--- src/rtl/xlat_pkg.sv ---
package xlat_pkg;
  localparam int XLAT_VPN_W = 20;
  localparam int XLAT_PPN_W = 20;
  localparam int XLAT_N_ENT = 4;

  typedef enum logic {
    ST_IDLE = 1'b0,
    ST_WALK = 1'b1
  } xlat_state_e;
endpackage

--- src/rtl/xlat_entry_store.sv ---
module xlat_entry_store #(
  parameter int VPN_W = 20,
  parameter int PPN_W = 20,
  parameter int N_ENT = 4,
  localparam int IDX_W = $clog2(N_ENT)
) (
  input  logic             clk,
  input  logic             rst_n,
  input  logic             flush,
  input  logic             fill_en,
  input  logic [IDX_W-1:0] fill_idx,
  input  logic [VPN_W-1:0] fill_vpn,
  input  logic [PPN_W-1:0] fill_ppn,
  input  logic [VPN_W-1:0] look_vpn,
  output logic [N_ENT-1:0] hit_vec,
  output logic [IDX_W-1:0] hit_idx,
  output logic [PPN_W-1:0] hit_ppn,
  output logic [N_ENT-1:0] valid_vec
);
  logic [N_ENT-1:0] valid_q, valid_d;
  logic [VPN_W-1:0] vpn_q [N_ENT];
  logic [PPN_W-1:0] ppn_q [N_ENT];
  logic             fill_we;

  assign fill_we = fill_en && !flush;

  always_comb begin
    valid_d = valid_q;
    if (flush) begin
      valid_d = '0;
    end else if (fill_en) begin
      valid_d[fill_idx] = 1'b1;
    end
  end

  always_ff @(posedge clk or negedge rst_n) begin
    if (!rst_n) valid_q <= '0;
    else        valid_q <= valid_d;
  end

  always_ff @(posedge clk) begin
    if (fill_we) begin
      vpn_q[fill_idx] <= fill_vpn;
      ppn_q[fill_idx] <= fill_ppn;
    end
  end

  genvar g;
  generate
    for (g = 0; g < N_ENT; g++) begin : g_cmp
      assign hit_vec[g] = valid_q[g] && (vpn_q[g] == look_vpn);
    end
  endgenerate

  always_comb begin
    hit_ppn = '0;
    hit_idx = '0;
    for (int i = 0; i < N_ENT; i++) begin
      hit_ppn = hit_ppn | ({PPN_W{hit_vec[i]}} & ppn_q[i]);
      if (hit_vec[i]) hit_idx = IDX_W'(i);
    end
  end

  assign valid_vec = valid_q;

  // never two matching entries
  p_single_match_r8: assert property (@(posedge clk) disable iff (!rst_n)
    $onehot0(hit_vec));

  // flush empties the store
  p_flush_empties_r6: assert property (@(posedge clk) disable iff (!rst_n)
    flush |=> (valid_vec == '0));
endmodule

--- src/rtl/xlat_age_tracker.sv ---
module xlat_age_tracker #(
  parameter int N_ENT = 4,
  localparam int AGE_W = $clog2(N_ENT)
) (
  input  logic             clk,
  input  logic             rst_n,
  input  logic             flush,
  input  logic             touch_en,
  input  logic [AGE_W-1:0] touch_idx,
  input  logic [N_ENT-1:0] valid_vec,
  output logic [AGE_W-1:0] victim_idx
);
  localparam logic [AGE_W-1:0] OLDEST = AGE_W'(N_ENT - 1);

  logic [AGE_W-1:0] age_q [N_ENT];
  logic [AGE_W-1:0] age_d [N_ENT];
  logic [AGE_W-1:0] touched_age;
  logic             free_found;

  assign touched_age = age_q[touch_idx];

  always_comb begin
    for (int i = 0; i < N_ENT; i++) begin
      age_d[i] = age_q[i];
      if (flush) begin
        age_d[i] = AGE_W'(i);
      end else if (touch_en) begin
        if (touch_idx == AGE_W'(i))        age_d[i] = '0;
        else if (age_q[i] < touched_age)   age_d[i] = age_q[i] + 1'b1;
      end
    end
  end

  always_ff @(posedge clk or negedge rst_n) begin
    if (!rst_n) begin
      for (int i = 0; i < N_ENT; i++) age_q[i] <= AGE_W'(i);
    end else begin
      for (int i = 0; i < N_ENT; i++) age_q[i] <= age_d[i];
    end
  end

  always_comb begin
    victim_idx = '0;
    free_found = 1'b0;
    for (int i = 0; i < N_ENT; i++) begin
      if (!free_found && !valid_vec[i]) begin
        victim_idx = AGE_W'(i);
        free_found = 1'b1;
      end
    end
    if (!free_found) begin
      for (int i = 0; i < N_ENT; i++) begin
        if (age_q[i] == OLDEST) victim_idx = AGE_W'(i);
      end
    end
  end

  // checker state: which ages are present, and who is youngest
  logic [N_ENT-1:0] age_seen;
  logic [AGE_W-1:0] youngest_idx;
  always_comb begin
    age_seen     = '0;
    youngest_idx = '0;
    for (int i = 0; i < N_ENT; i++) begin
      age_seen[age_q[i]] = 1'b1;
      if (age_q[i] == '0) youngest_idx = AGE_W'(i);
    end
  end

  // ages remain a permutation
  p_age_perm_r4: assert property (@(posedge clk) disable iff (!rst_n)
    age_seen == {N_ENT{1'b1}});

  // touched entry becomes youngest
  p_touch_young_r3: assert property (@(posedge clk) disable iff (!rst_n)
    (touch_en && !flush) |=> (youngest_idx == $past(touch_idx)));
endmodule

--- src/rtl/xlat_cache.sv ---
module xlat_cache
  import xlat_pkg::*;
#(
  parameter int VPN_W = XLAT_VPN_W,
  parameter int PPN_W = XLAT_PPN_W,
  parameter int N_ENT = XLAT_N_ENT,
  localparam int IDX_W = $clog2(N_ENT)
) (
  input  logic             clk,
  input  logic             rst_n,
  input  logic             flush,
  input  logic             lk_valid,
  input  logic [VPN_W-1:0] lk_vpn,
  output logic             lk_done,
  output logic             lk_hit,
  output logic [PPN_W-1:0] lk_ppn,
  output logic             lk_fault,
  output logic             walk_req,
  output logic [VPN_W-1:0] walk_vpn,
  input  logic             walk_rsp_valid,
  input  logic [PPN_W-1:0] walk_ppn,
  input  logic             walk_fault
);
  // reset: asserted asynchronously, released on a clock edge
  logic rst_meta, rst_sync;
  always_ff @(posedge clk or negedge rst_n) begin
    if (!rst_n) begin
      rst_meta <= 1'b0;
      rst_sync <= 1'b0;
    end else begin
      rst_meta <= 1'b1;
      rst_sync <= rst_meta;
    end
  end

  xlat_state_e      state_q, state_d;
  logic [VPN_W-1:0] wvpn_q, wvpn_d;
  logic             kill_q, kill_d;

  logic [N_ENT-1:0] hit_vec, valid_vec;
  logic [IDX_W-1:0] hit_idx, victim_idx, touch_idx;
  logic [PPN_W-1:0] hit_ppn;
  logic             any_hit, idle, hit_take, miss_start, rsp_take;
  logic             fill_en, touch_en;

  assign any_hit    = |hit_vec;
  assign idle       = (state_q == ST_IDLE);
  assign hit_take   = idle && lk_valid && any_hit;
  assign miss_start = idle && lk_valid && !any_hit;
  assign rsp_take   = (state_q == ST_WALK) && walk_rsp_valid;
  assign fill_en    = rsp_take && !walk_fault && !kill_q;
  assign touch_en   = hit_take || fill_en;
  assign touch_idx  = hit_take ? hit_idx : victim_idx;

  always_comb begin
    state_d = state_q;
    wvpn_d  = wvpn_q;
    kill_d  = kill_q;
    if (miss_start) begin
      state_d = ST_WALK;
      wvpn_d  = lk_vpn;
      kill_d  = 1'b0;
    end else begin
      if (rsp_take) state_d = ST_IDLE;
      if (flush)    kill_d  = 1'b1;
    end
  end

  always_ff @(posedge clk or negedge rst_sync) begin
    if (!rst_sync) begin
      state_q <= ST_IDLE;
      kill_q  <= 1'b0;
    end else begin
      state_q <= state_d;
      kill_q  <= kill_d;
    end
  end

  always_ff @(posedge clk) begin
    if (miss_start) wvpn_q <= wvpn_d;
  end

  xlat_entry_store #(
    .VPN_W(VPN_W), .PPN_W(PPN_W), .N_ENT(N_ENT)
  ) u_store (
    .clk       (clk),
    .rst_n     (rst_sync),
    .flush     (flush),
    .fill_en   (fill_en),
    .fill_idx  (victim_idx),
    .fill_vpn  (wvpn_q),
    .fill_ppn  (walk_ppn),
    .look_vpn  (lk_vpn),
    .hit_vec   (hit_vec),
    .hit_idx   (hit_idx),
    .hit_ppn   (hit_ppn),
    .valid_vec (valid_vec)
  );

  xlat_age_tracker #(
    .N_ENT(N_ENT)
  ) u_ages (
    .clk        (clk),
    .rst_n      (rst_sync),
    .flush      (flush),
    .touch_en   (touch_en),
    .touch_idx  (touch_idx),
    .valid_vec  (valid_vec),
    .victim_idx (victim_idx)
  );

  assign lk_done  = hit_take || rsp_take;
  assign lk_hit   = hit_take;
  assign lk_ppn   = hit_take ? hit_ppn : walk_ppn;
  assign lk_fault = rsp_take && walk_fault;
  assign walk_req = (state_q == ST_WALK);
  assign walk_vpn = wvpn_q;

  // a hit never leads into a walk
  p_hit_no_walk_r1: assert property (@(posedge clk) disable iff (!rst_sync)
    (lk_valid && lk_hit) |=> !walk_req);

  // request held with a steady page number until answered
  p_walk_hold_r2: assert property (@(posedge clk) disable iff (!rst_sync)
    (walk_req && !walk_rsp_valid) |=> (walk_req && $stable(walk_vpn)));

  // a faulting response stores nothing
  p_fault_no_fill_r5: assert property (@(posedge clk) disable iff (!rst_sync)
    (walk_req && walk_rsp_valid && walk_fault && !flush) |=> $stable(valid_vec));
endmodule

--- config.mk ---
export PLATFORM = sky130hd
export DESIGN_NAME = xlat_cache
export DESIGN_NICKNAME = d
export VERILOG_FILES = /design/src/rtl/xlat_pkg.sv /design/src/rtl/xlat_entry_store.sv /design/src/rtl/xlat_age_tracker.sv /design/src/rtl/xlat_cache.sv
export SDC_FILE = /design/constraint.sdc
export NUM_CORES = 1
export LEC_CHECK = 0
export BUFFER_PORTS_ARGS = -buffer_cell sky130_fd_sc_hd__buf_2
export CORE_MARGIN = 2
export CORE_UTILIZATION = 31
export DETAILED_ROUTE_END_ITERATION = 8
export PLACE_DENSITY = 0.5
export SYNTH_ARGS = -nofsm -noshare
export SYNTH_HDL_FRONTEND = slang
export SYNTH_SLANG_ARGS = --single-unit
--- constraint.sdc ---
create_clock -name clk -period 3.69 [get_ports clk]
set_clock_uncertainty 0.1 [all_clocks]
set_input_delay 0.5535 -clock clk [delete_from_list [all_inputs] [get_ports clk]]
set_output_delay 0.5535 -clock clk [all_outputs]
set_load 0.005 [all_outputs]
==> flow_results.org, run 1 <==
** Routing
- Count of antenna-violating nets left after detailed routing :: 0
- In the final routed layout, each cell accounts on average for 19.5 µm.
- Dividing the detail-routed via count by the number of cells gives 4.95.
- Vias after detailed routing :: 5081
- Iter 0 DRT Violations :: 389
- The final layout contains routed wiring with a total length of 20000 µm.
- DR pass1 iterations :: 7
- Post-route DRC violation count :: 1

** Power and ir drop
- Total power per unit cell area :: 457 nW/µm²
- For this design the static power due to leakage is 0.00354 µW.
- Across the VDD grid, the largest voltage drop is 0.309 mV.

** STA
- For the pin with the worst max-slew slack, the measured transition is 0.709 ns.
- Post-layout min period :: 3.49 ns
- Final WS setup :: 0.199 ns
- Final critical-path share of the clock period :: 94.6%
- Setup repair after global routing left no endpoint under its margin.
- Setup-failing EPs final :: 0
- After routing, the total negative slack on setup checks comes to 0 ns.
- Based on the critical path, the design can be clocked at up to 0.286 GHz.
- Final count of hold timing violations :: 0
- Slew Limit Fails :: 0
- Headroom to the max-slew limit came out at 51.5%.

** Clock network
- After clock tree synthesis, the clock-pin slew on the worst setup and hold paths is 0.07 ns.
- The number of clock buffers added by TritonCTS is 17.
- Clock tree synthesis selected as its root buffer the cell clkbuf_16.
- The H-tree was split into 4 levels.
- TritonCTS built the clock tree.
- The clock drives 196 sinks.
- Maximum root-to-sink buffer count :: 2
- Setup fix buffers added after clock tree synthesis :: 0
- Clock latency at the later pin of the worst-skew pair :: 0.43 ns

** Run
- Max-cap violations in this run came to 0.

** Final layout
- Fill cells in the final layout number 2471.
- Combined area of the multi-input logic cells :: 2420 µm²
- Antenna diode instance count :: 0
- Post-layout net count :: 728
- Layout cells sized above 1 :: 26.9%
- Compared with the post-synthesis result, the final layout area differs by 21.5%.
- The sequential cells in the finished layout cover a total of 5810 µm².
- Final standard cell area without fillers :: 10100 µm²

** Synthesis
- Seq/Total Area, Yosys :: 70.2%
- Among all cell types in the netlist, the one instantiated most often is edfxtp_1.
- Netlist Area Pre-Place :: 8280 µm²
- Post-synth cell types :: 65
- In this run, synthesis inferred 180 flip-flops with an integrated enable.
- Synthesized Nets :: 601
- Top area cells in the synthesized netlist :: edfxtp_1 (65%), xor2_1 (5.7%), a22oi_1 (3.6%)
- Prevailing post-synth register cell :: edfxtp_1
- In this run, synthesis produced a sequential element count of 196.
- The Yosys step of the flow raised 0 warnings.
- Largest area contributor in the synthesized netlist :: edfxtp_1
- Top post-synthesis cells by count :: edfxtp_1 (180), xor2_1 (54), a22oi_1 (40), a21oi_1 (30), xnor2_1 (26)
- Synthesized area divided by synthesized cell count :: 15.0 µm²
- Counting flops with an async set or reset pin after synthesis yields a share of 8.16%.
- Post-Synthesis Cells :: 551
- Yosys top cell area share :: 65.3%

** Min path
- Path type of the worst min-delay path :: reg2async

** Setup path
- Critical path launch point :: u_store.vpn_q[2][15]
- Reg2reg start :: u_store.vpn_q[2][15]
- STA classifies the critical path startpoint as a register.
- The worst setup path is captured at an output pin.
- Along the worst path, the maximum fanout reaches 11.
- Category of the critical setup timing path :: reg2out
- Worst endpoint required time :: 3.04 ns
- For the worst setup path, the data arrival time is 2.84 ns.

** Die
- The floorplan has 59 rows.
- Placeable core region :: 26100 µm²
- For this configuration, the core starts out at a cell density of 31.7%.
- 90 I/O pins were placed.
- The floorplan step defined a die boundary enclosing 28000 µm².
- Die height :: 167 µm
- Floorplan die width :: 167 µm

** Global routing
- The via count of the first global-routing pass came to 5196.
- Maximum number of pins on one net before global-route repair :: 45
- Combined global-route utilization of all metal layers :: 14.4%
- Wire length of the first global-routing pass :: 30300 µm
- Number of antenna violations at the first check in global routing :: 1
- Leftover overflow at the end of global routing :: 0

** Place
- Routability congestion estimate from global placement :: 0.853
- During placement, the flow inserted port buffers numbering 89.
- Detailed-placement wirelength estimate :: 13600 µm
- Instance area at placement :: 9440 µm²
- Prior to clock tree synthesis, the placed netlist has a worst setup slack of 0.00996 ns.

** Status
- Violated checks :: DRC
- Result of the run :: complete, but fails checks
==> final cells by class <==
type / count / area share (%)
clock buffer: 18 / 4.26
sequential: 196 / 57.7
tap: 335 / 4.17
inverter: 14 / 0.522
multi-input combinational: 325 / 24.1
clock inverter: 14 / 1.65
timing repair buffer: 124 / 7.56
==> metrics by stage <==
step	std cells	util, %	total power (µW)	hold slack, ns
2_1_floorplan	551	-	2650	0.0704
3_3_place_gp	993	36.1	2800	0.203
3_5_place_dp	993	36.1	2800	0.202
4_1_cts	1026	38.5	4650	0.212
5_1_grt	1026	38.5	4760	0.227
6_report	1026	38.5	4600	0.170
==> power breakdown <==
part / switching (µW) / leakage, µW / internal [µW] / total, µW
Clock: 881 / 0.000288 / 966 / 1850
Sequential: 36.6 / 0.00183 / 2460 / 2500
Combinational: 148 / 0.00143 / 101 / 249
Total: 1070 / 0.00354 / 3530 / 4600
==> flip-flops by register name (all words and copies together) (netlist names) <==
| name | count |
|---|---|
| walk_req | 1 |
| u_store.vpn_q | 80 |
| u_store.valid_vec | 4 |
| walk_vpn | 20 |
| u_ages.age_q | 8 |
| kill_q | 1 |
| rst_sync | 1 |
| u_store.ppn_q | 80 |
| rst_meta | 1 |
==> worst paths after layout <==
| path | slack (ns) | to | cells past startpoint |
|---|---|---|---|
| max in group asynchronous | 2.90 | u_ages.age_q[5] | 0 |
| min in group clk | 0.25 | u_store.ppn_q[2][13] | 1 |
| worst min-delay path | 0.17 | u_ages.age_q[6] | 0 |
| worst min register to register | 0.17 | u_ages.age_q[6] | 0 |
| worst max register to register | 0.29 | u_ages.age_q[0] | 11 |
| worst max-delay path | 0.20 | lk_ppn[18] | 9 |
==> per-layer routing <==
| metal | global-route usage, % | up-vias | part of all wire [%] |
|---|---|---|---|
| li1 | - | 2400 | - |
| met1 | 18.9 | 2540 | 45 |
| met2 | 24.2 | 122 | 50 |
| met3 | 2.72 | 17 | 3.6 |
| met4 | 4.57 | 2 | 1.3 |
| met5 | 0 | - | 0.065 |
==> what timing repair did <==
action                     4_1_cts  5_1_grt
setup endpoints to repair       19       12
resized for setup                1        2
hold buffers                     1        0
hold endpoints to repair         2        0
==> layout by cell type, fill, tap and decap left out, types with 3 or more instances in the layout <==
cell type  netlist  final
nand2_1         19     19
ha_1             4      4
a21oi_1         30     30
nand3_1         10     10
a211oi_1         4      4
clkbuf_16        0     17
nor4_1          12     10
inv_1           14     14
buf_4            0     30
xnor2_1         26     26
clkinv_8         0      3
nor2_4           0      4
clkinv_4         0      3
nand4_1          8      8
a31oi_1          4      4
dfstp_2          4      4
inv_6            0      3
nor2_1          19     14
a22oi_1         40     40
xor2_1          54     54
edfxtp_1       180    180
nor3_1           7      5
dfrtp_1         12     12
a21o_1          25     25
buf_2            0     89
o21ai_0          6      6
buf_12           0      4
==> critical path, cell delays in order, from the launching register on <==
cell and delay (ns):
edfxtp_1 0.39, xor2_1 0.15, nor4_1 0.43, nand4_1 0.32
nor3_4 0.35, buf_4 0.26, a22oi_1 0.10, a21oi_1 0.15
a21o_1 0.13, buf_2 0.12
==> kinds of logic after synthesis <==
family | synth area share [%]
adders and majority gates | 0.604
other | 0.0453
muxes | 0.302
AOI/OAI and AO/OA | 12.7
DFF | 70.2
xor gates and xnor gates | 8.46
buffers and inverters | 1.45
and+or+nand+nor | 6.33
No activity file was read; power rests on OpenSTA's default activity.
==> run 2, diff against run 1 <==
--- a/config.mk
+++ b/config.mk
@@ -10,6 +10,7 @@
 export CORE_UTILIZATION = 31
 export DETAILED_ROUTE_END_ITERATION = 8
 export PLACE_DENSITY = 0.5
+export RECOVER_POWER = 50
 export SYNTH_ARGS = -nofsm -noshare
 export SYNTH_HDL_FRONTEND = slang
 export SYNTH_SLANG_ARGS = --single-unit
==> run 2 against run 1 <==
  * The flow still finishes with violations (DRC)
  * Wire length up 0.16%
  * Die area unchanged
  * Cell area down 0.56%
  * Final cell count unchanged
  * Critical path type unchanged
  * Critical endpoint unchanged
==> flow_results.org, run 2 (synthesis gave the netlist of run 1 again) <==
** Final layout
- Final standard cell area without fillers :: 10000 µm² (-0.56%)
- Leading cell type in the layout, fill and taps excluded :: edfxtp_1
- Synth-to-Final Area Change :: 20.8%
- Layout cells sized above 1 :: 20.4% (-6.5 points)
- Antenna diode instance count :: 0 (unchanged)
- The net total in the final layout is 728 (unchanged).
- Filler cell count :: 2498 (+1.1%)
- The top cell types in the final layout, fill and taps aside, are edfxtp_1 (180), xor2_1 (54), clkbuf_1 (45), buf_2 (44), a22oi_1 (40).

** Clock network
- Clock latency at the later pin of the worst-skew pair :: 0.43 ns (about the same)
- The clock-pin transition on the worst setup and hold timing paths was 0.07 ns (about the same).
- Number of buffers added by the clock tree synthesis step :: 17 (unchanged)
- The post-CTS setup repair buffer count is 0 (unchanged).
- H-tree depth :: 4 (unchanged)
- The maximum buffer depth of the clock tree is 2 (unchanged).
- CTS tree :: built
- In this run the clock root is driven by a clkbuf_16.
- Count of clock tree sinks :: 196 (unchanged)

** Die
- The floorplan row count is 59 (unchanged).
- Die height :: 167 µm (unchanged)
- The area enclosed by the die boundary is 28000 µm² (unchanged).
- Floorplan die width :: 167 µm (unchanged)
- The initial standard-cell utilization of the core is 31.7% (unchanged).
- The area inside the core boundary is 26100 µm² (unchanged).
- The count of boundary I/O pins is 90 (unchanged).

** Global routing
- Leftover overflow at the end of global routing :: 0 (unchanged)
- Combined global-route utilization of all metal layers :: 14.4% (unchanged)
- Number of global-route vias before repair :: 5196 (unchanged)
- The wire length of the first global-routing pass is 30300 µm (unchanged).
- The pin count of the biggest net entering global routing came to 45 (unchanged).
- The number of antenna violations at the first check in global routing came to 0 (-1).

** Routing
- DR pass1 iterations :: 8 (+1)
- The number of vias per cell after detailed routing is 4.94 (-0.16%).
- The antenna violation net count after detailed routing came to 0 (unchanged).
- Detail-routed net length per standard cell :: 19.5 µm (+0.16%)
- Vias after detailed routing :: 5073 (-0.16%)
- The violation count after the first detailed-route iteration was 439 (+13%).
- The number of design rule violations left after detail routing was 1 (unchanged).
- Wirelength, routed :: 20000 µm (+0.16%)

** Place
- The global placer's final weighted congestion is 0.853 (unchanged).
- The total placed instance area was 9440 µm² (unchanged).
- Detailed-placement wirelength estimate :: 13600 µm (unchanged)
- The count of buffers inserted at the top-level ports came to 89 (unchanged).
- Worst slack after detailed placement :: 0.00996 ns (unchanged)

** STA
- Setup repair after global routing left no endpoint under its margin.
- Final WS setup :: 0.200 ns (+0.00110 ns)
- The maximum clock rate came to 0.287 GHz (about the same).
- The final count of negative-setup-slack endpoints was 0 (unchanged).
- The fraction of the cycle the final worst path needs came to 94.6% (about the same).
- Setup Total Neg Slack :: 0 ns (unchanged)
- Max transition margin :: 51.5% (about the same)
- The number of pins with negative max-slew slack in the final report was 0 (unchanged).
- Final count of hold timing violations :: 0 (unchanged)
- The pin slew with the least headroom to its limit came to 0.709 ns (+0.000400 ns).
- Hold slack final :: 0.173 ns (+0.00277 ns)
- Post-layout min period :: 3.49 ns (-0.00110 ns)

** Power and ir drop
- Total power per unit cell area :: 458 nW/µm² (+0.37%)
- The largest vdd supply drop was 0.307 mV (-0.51%).
- The leakage power summed over all cells came to 0.00342 µW (-3.5%).

** Min path
- Path type of the worst min-delay path :: reg2async

** Setup path
- Worst endpoint required time :: 3.04 ns (about the same)
- The critical path goes through xor2_1 -> nor4_1 -> nand4_1 -> nor3_4 -> buf_4 -> a22oi_1 -> a21oi_1 -> a21o_1 -> buf_2.
- Kind of cell with the highest combined delay on the critical path :: simple AND/OR/NAND/NOR gates
- The slowest stage of the critical path belongs to the cell nor4_1.
- The number of buffer and inverter instances along the worst setup path is 2 (unchanged).
- The top fanout value on the critical path was 11 (unchanged).
- The register-to-register setup slack came to 0.30 ns (about the same).
- Critical path capture point type :: output pin
- The critical path arrival is 2.84 ns (about the same).
- The largest incremental delay on the critical path was 0.42 ns (about the same).
- Critical Path Start Type :: register
- The worst setup path is of the reg2out kind.

** Status
- Result of the run :: complete, but fails checks
- Violated checks :: DRC

** Run
- Max Cap Viol :: 0 (unchanged)
-- run 2: cell count changes in the layout (fill, tap and decap cells not counted) --
cell      previous run  this run
buf_2               89        44
clkbuf_1             1        45
buf_1                0         1
-- run 2: timing repair --
item                                    CTS  global route
hold buffers                              1             0
gates cloned                              0             0
endpoints found under the hold margin     2             0
endpoints found under the setup margin   19            12
pin swaps                                 0             0
resized for setup                         1             2
-- run 2: power by group --
part           internal [µW]  switching [µW]  total [µW]
logic                   93.3             149         242
clock network            966             880        1850
registers               2460            36.7        2500
-- run 2: area by class of cell --
class                   count  area [µm²]  area share, %
repair buffers            124         704           7.04
flip-flops and latches    196        5810           58.1
well taps                 335         419           4.19
clock inverters            14         166           1.66
clock buffers              18         429           4.29
inverters                  14        52.6          0.525
multi-input cells         325        2420           24.2
-- run 2: path summary, 6_finish.rpt --
kind,start,to,cells past startpoint
max reg2reg,u_store.vpn_q[2][12],u_ages.age_q[0],11
min in group clk,rst_meta,rst_sync,0
min reg2reg,rst_sync,u_ages.age_q[6],0
max,u_store.vpn_q[2][12],lk_ppn[18],9
max in group asynchronous,rst_sync,u_ages.age_q[5],0
min,rst_sync,u_ages.age_q[6],0
-- run 2: routing by layer --
layer / vias to the layer above / global-route usage [%] / share of wire, %
met5: - / 0 / 0
met1: 2538 / 18.9 / 45
met4: 0 / 4.57 / 1.5
li1: 2398 / - / -
met2: 118 / 24.2 / 50
met3: 19 / 2.72 / 3.6
-- run 2: through the flow --
step / utilization (%) / total power (µW) / cells
after floorplan: - / 2650 / 551
after global placement: 36.1 / 2800 / 993
after detailed placement: 36.1 / 2800 / 993
after CTS: 38.5 / 4650 / 1026
after global routing: 38.3 / 4760 / 1026
final: 38.3 / 4590 / 1026
==> run 3, diff against run 2 <==
==> constraint.sdc (replaced) <==
create_clock -name clk -period 3.35 [get_ports clk]
set_clock_uncertainty 0.1 [all_clocks]
set_input_delay 0.5025 -clock clk [delete_from_list [all_inputs] [get_ports clk]]
set_output_delay 0.5025 -clock clk [all_outputs]
set_load 0.005 [all_outputs]
==> run 3 against run 2 <==
  * The flow finishes with violations (DRC, setup timing)
  * Total power up 13%
  * Non-clock buffer count up 44
  * Global-route usage up 0.53 points
  * Sequential power up 10%
  * First-iteration DRC count down 11%
  * Sequential cell count unchanged
  * Largest cell class unchanged
==> flow_results.org, run 3 (synthesis gave the netlist of run 1 again) <==
** Status
- Result of the run :: complete, but fails checks
- The checks that failed: DRC, setup timing.

** Final layout
- The top cell types in the final layout, fill and taps aside, are edfxtp_1 (180), buf_4 (55), buf_2 (54), xor2_1 (53), clkbuf_1 (37).
- The share of post-route cells with drive strength above 1 came to 32.8% (+12 points).
- From synthesis to final layout, the design area changed by 30.9%.
- Leading cell type in the layout, fill and taps excluded :: edfxtp_1
- Antenna diode instance count :: 0 (unchanged)
- The net total in the final layout came to 772 (+6.0%).
- Final standard cell area without fillers :: 10800 µm² (+8.3%)

** Routing
- The antenna violation net count after detailed routing is 0 (unchanged).
- Vias after detailed routing :: 5365 (+5.8%)
- Iter 0 DRT Violations :: 391 (-11%)
- The detailed-route wire length was 21200 µm (+6.1%).
- DR pass1 iterations :: 7 (-1)
- Detail-routed net length per standard cell :: 19.8 µm (+1.7%)
- The number of design rule violations left after detail routing is 2 (+1).
- Avg Vias per Cell :: 5.01 (+1.4%)

** Power and ir drop
- The clock network fraction of total power came to 41.2% (+1.0 points).
- The total internal power is 3940 µW (+12%).
- Switching portion of total power :: 24.3% (+1.1 points)
- Switching power :: 1260 µW (+19%)
- Logic pwr share :: 5.9% (+0.6 points)
- The relative contribution of sequential cells to total power was 52.9% (-1.6 points).
- Total power consumption of the routed design :: 5200 µW (+13%)
- The largest vdd supply drop was 0.311 mV (+1.1%).
- The leakage power summed over all cells is 0.00376 µW (+10%).
- The areal power density over the cells came to 480 nW/µm² (+4.7%).

** Setup path
- Cell Chain, Critical Path :: xnor2_1 -> nand4_1 -> nor4_2 -> and4_4 -> buf_4 -> o41ai_4 -> buf_6 -> clkbuf_16 -> a21oi_1 -> a21o_1 -> buf_2
- The startpoint identified for the worst register-to-register timing path is u_store.vpn_q[3][17].
- Category of the critical setup timing path :: reg2out
- Cell at the slowest stage of the critical path :: edfxtp_1
- The largest incremental delay on the critical path is 0.39 ns (-0.03 ns).
- The critical path arrival was 2.78 ns (-0.06 ns).
- Worst endpoint required time :: 2.75 ns (-0.29 ns)
- The most critical setup path has its startpoint at u_store.vpn_q[1][15].
- Combined buffer and inverter count along the critical path :: 4 (+2)
- Maximum net fanout on the critical path :: 4 (-7)
- The kind of cell with the highest combined delay along the critical path is simple AND/OR/NAND/NOR gates.
- STA classifies the critical path startpoint as a register.
- STA classifies the critical path endpoint as an output pin.

** Die
- The floorplan die width was 167 µm (unchanged).
- Placement Rows :: 59 (unchanged)
- The area inside the core boundary came to 26100 µm² (unchanged).
- Die height :: 167 µm (unchanged)
- The count of boundary I/O pins is 90 (unchanged).
- The initial standard-cell utilization of the core came to 31.7% (unchanged).
- Die footprint :: 28000 µm² (unchanged)

** STA
- Fmax :: 0.295 GHz
- RSZ-0062 raised after global routing :: yes
- The number of pins with negative max-slew slack in the final report came to 0 (unchanged).
- The worst slew margin relative to its limit came to 41.8% (-9.6 points).
- The pin slew with the least headroom to its limit was 0.871 ns (+0.162 ns).
- Hold slack final :: 0.170 ns (-0.00318 ns)
- The worst setup slack after layout was -0.0348 ns (-0.235 ns).
- Post-layout min period :: 3.38 ns
- Final count of hold timing violations :: 0 (unchanged)
- The final critical path takes up 101% of the cycle.
- The final-layout setup total negative slack was -0.231 ns (-0.231 ns).
- The final count of negative-setup-slack endpoints is 17 (+17).

** Run
- Max Cap Viol :: 0 (unchanged)

** Global routing
- Combined global-route utilization of all metal layers :: 14.9% (+0.53 points)
- Wire length of the first global-routing pass :: 31800 µm (+4.9%)
- The via count of the first global-routing pass came to 5510 (+6.0%).
- The number of antenna violations at the first check in global routing came to 0 (unchanged).
- Maximum number of pins on one net before global-route repair :: 25 (-44%)
- Leftover overflow at the end of global routing :: 0 (unchanged)

** Clock network
- The number of buffers created by CTS came to 17 (unchanged).
- The maximum buffer depth of the clock tree is 2 (unchanged).
- Clock transition at the registers of the reported paths :: 0.09 ns (+0.02 ns)
- The number of clock sinks is 196 (unchanged).
- The later-pin clock latency in the skew report came to 0.44 ns (about the same).
- H-tree depth :: 4 (unchanged)
- Clock root buffer :: clkbuf_16
- TritonCTS built the clock tree.

** Min path
- The path class of the tightest hold or removal check is reg2async.

** Place
- The worst slack at placement is -0.325 ns (-0.335 ns).
- The global placer's final weighted congestion is 0.813 (-4.7%).
- Detailed-placement wirelength estimate :: 14000 µm (+3.3%)
- Port Buffers :: 89 (unchanged)
- Instance area at placement :: 9610 µm² (+1.8%)
==> run 3: stage by stage <==
stage,std cells,util [%]
4_1_cts,1061,40.1
3_5_place_dp,1016,36.8
5_1_grt,1070,41.5
3_3_place_gp,1016,36.8
2_1_floorplan,551,-
6_report,1070,41.5
==> run 3: what timing repair did <==
| item | 4_1_cts | 5_1_grt |
|---|---|---|
| hold endpoints to repair | 2 | 0 |
| setup endpoints to repair | 25 | 30 |
| gates cloned | 2 | 3 |
| pin swaps | 19 | 20 |
| resized for setup | 24 | 64 |
| setup buffers | 10 | 10 |
| hold buffers | 1 | 0 |
==> run 3: worst paths after layout <==
path | endpoint | slack (ns) | cells after the start
setup / recovery | lk_ppn[17] | -0.03 | 11
hold / removal | walk_req | 0.17 | 0
setup reg to reg | u_ages.age_q[5] | 0.12 | 12
hold reg to reg | walk_req | 0.17 | 0
max in group asynchronous | u_store.valid_vec[2] | 2.55 | 0
min in group clk | walk_req | 0.19 | 2
==> run 3: power groups by stage <==
stage,Sequential [µW],Clock [µW],Combinational [µW]
after detailed placement,2810,0,295
after floorplan,2800,0,122
after CTS,2750,2190,302
final,2750,2140,307
after global routing,2760,2270,336
after global placement,2810,0,294
==> run 3: per-layer routing <==
layer	up-vias	part of all wire, %	GRT usage (%)	wire [µm]
met2	116	50	25.4	10700
met3	15	3.2	2.48	689
li1	2487	-	-	-
met4	0	0.95	4.31	202
met5	-	0	0	0
met1	2747	46	19.6	9660
==> run 3: worst reg2reg max path, cell delays in order (launching register included) <==
cell and delay, ns:
edfxtp_1 0.38, xor2_1 0.16, nor4_2 0.27, nand4_1 0.22
buf_4 0.20, or3_4 0.40, a21o_1 0.20, and2_4 0.19
buf_4 0.15, a311oi_4 0.21, a21oi_2 0.08, or3b_1 0.39
o211ai_1 0.18
==> run 3: layout make-up <==
class	instances	area [µm²]
clock buffers	17	425
clock inverters	15	201
fillers	2446	15300
inverters	14	52.6
multi-input cells	325	2740
flip-flops and latches	196	5810
well taps	335	419
repair buffers	168	1190
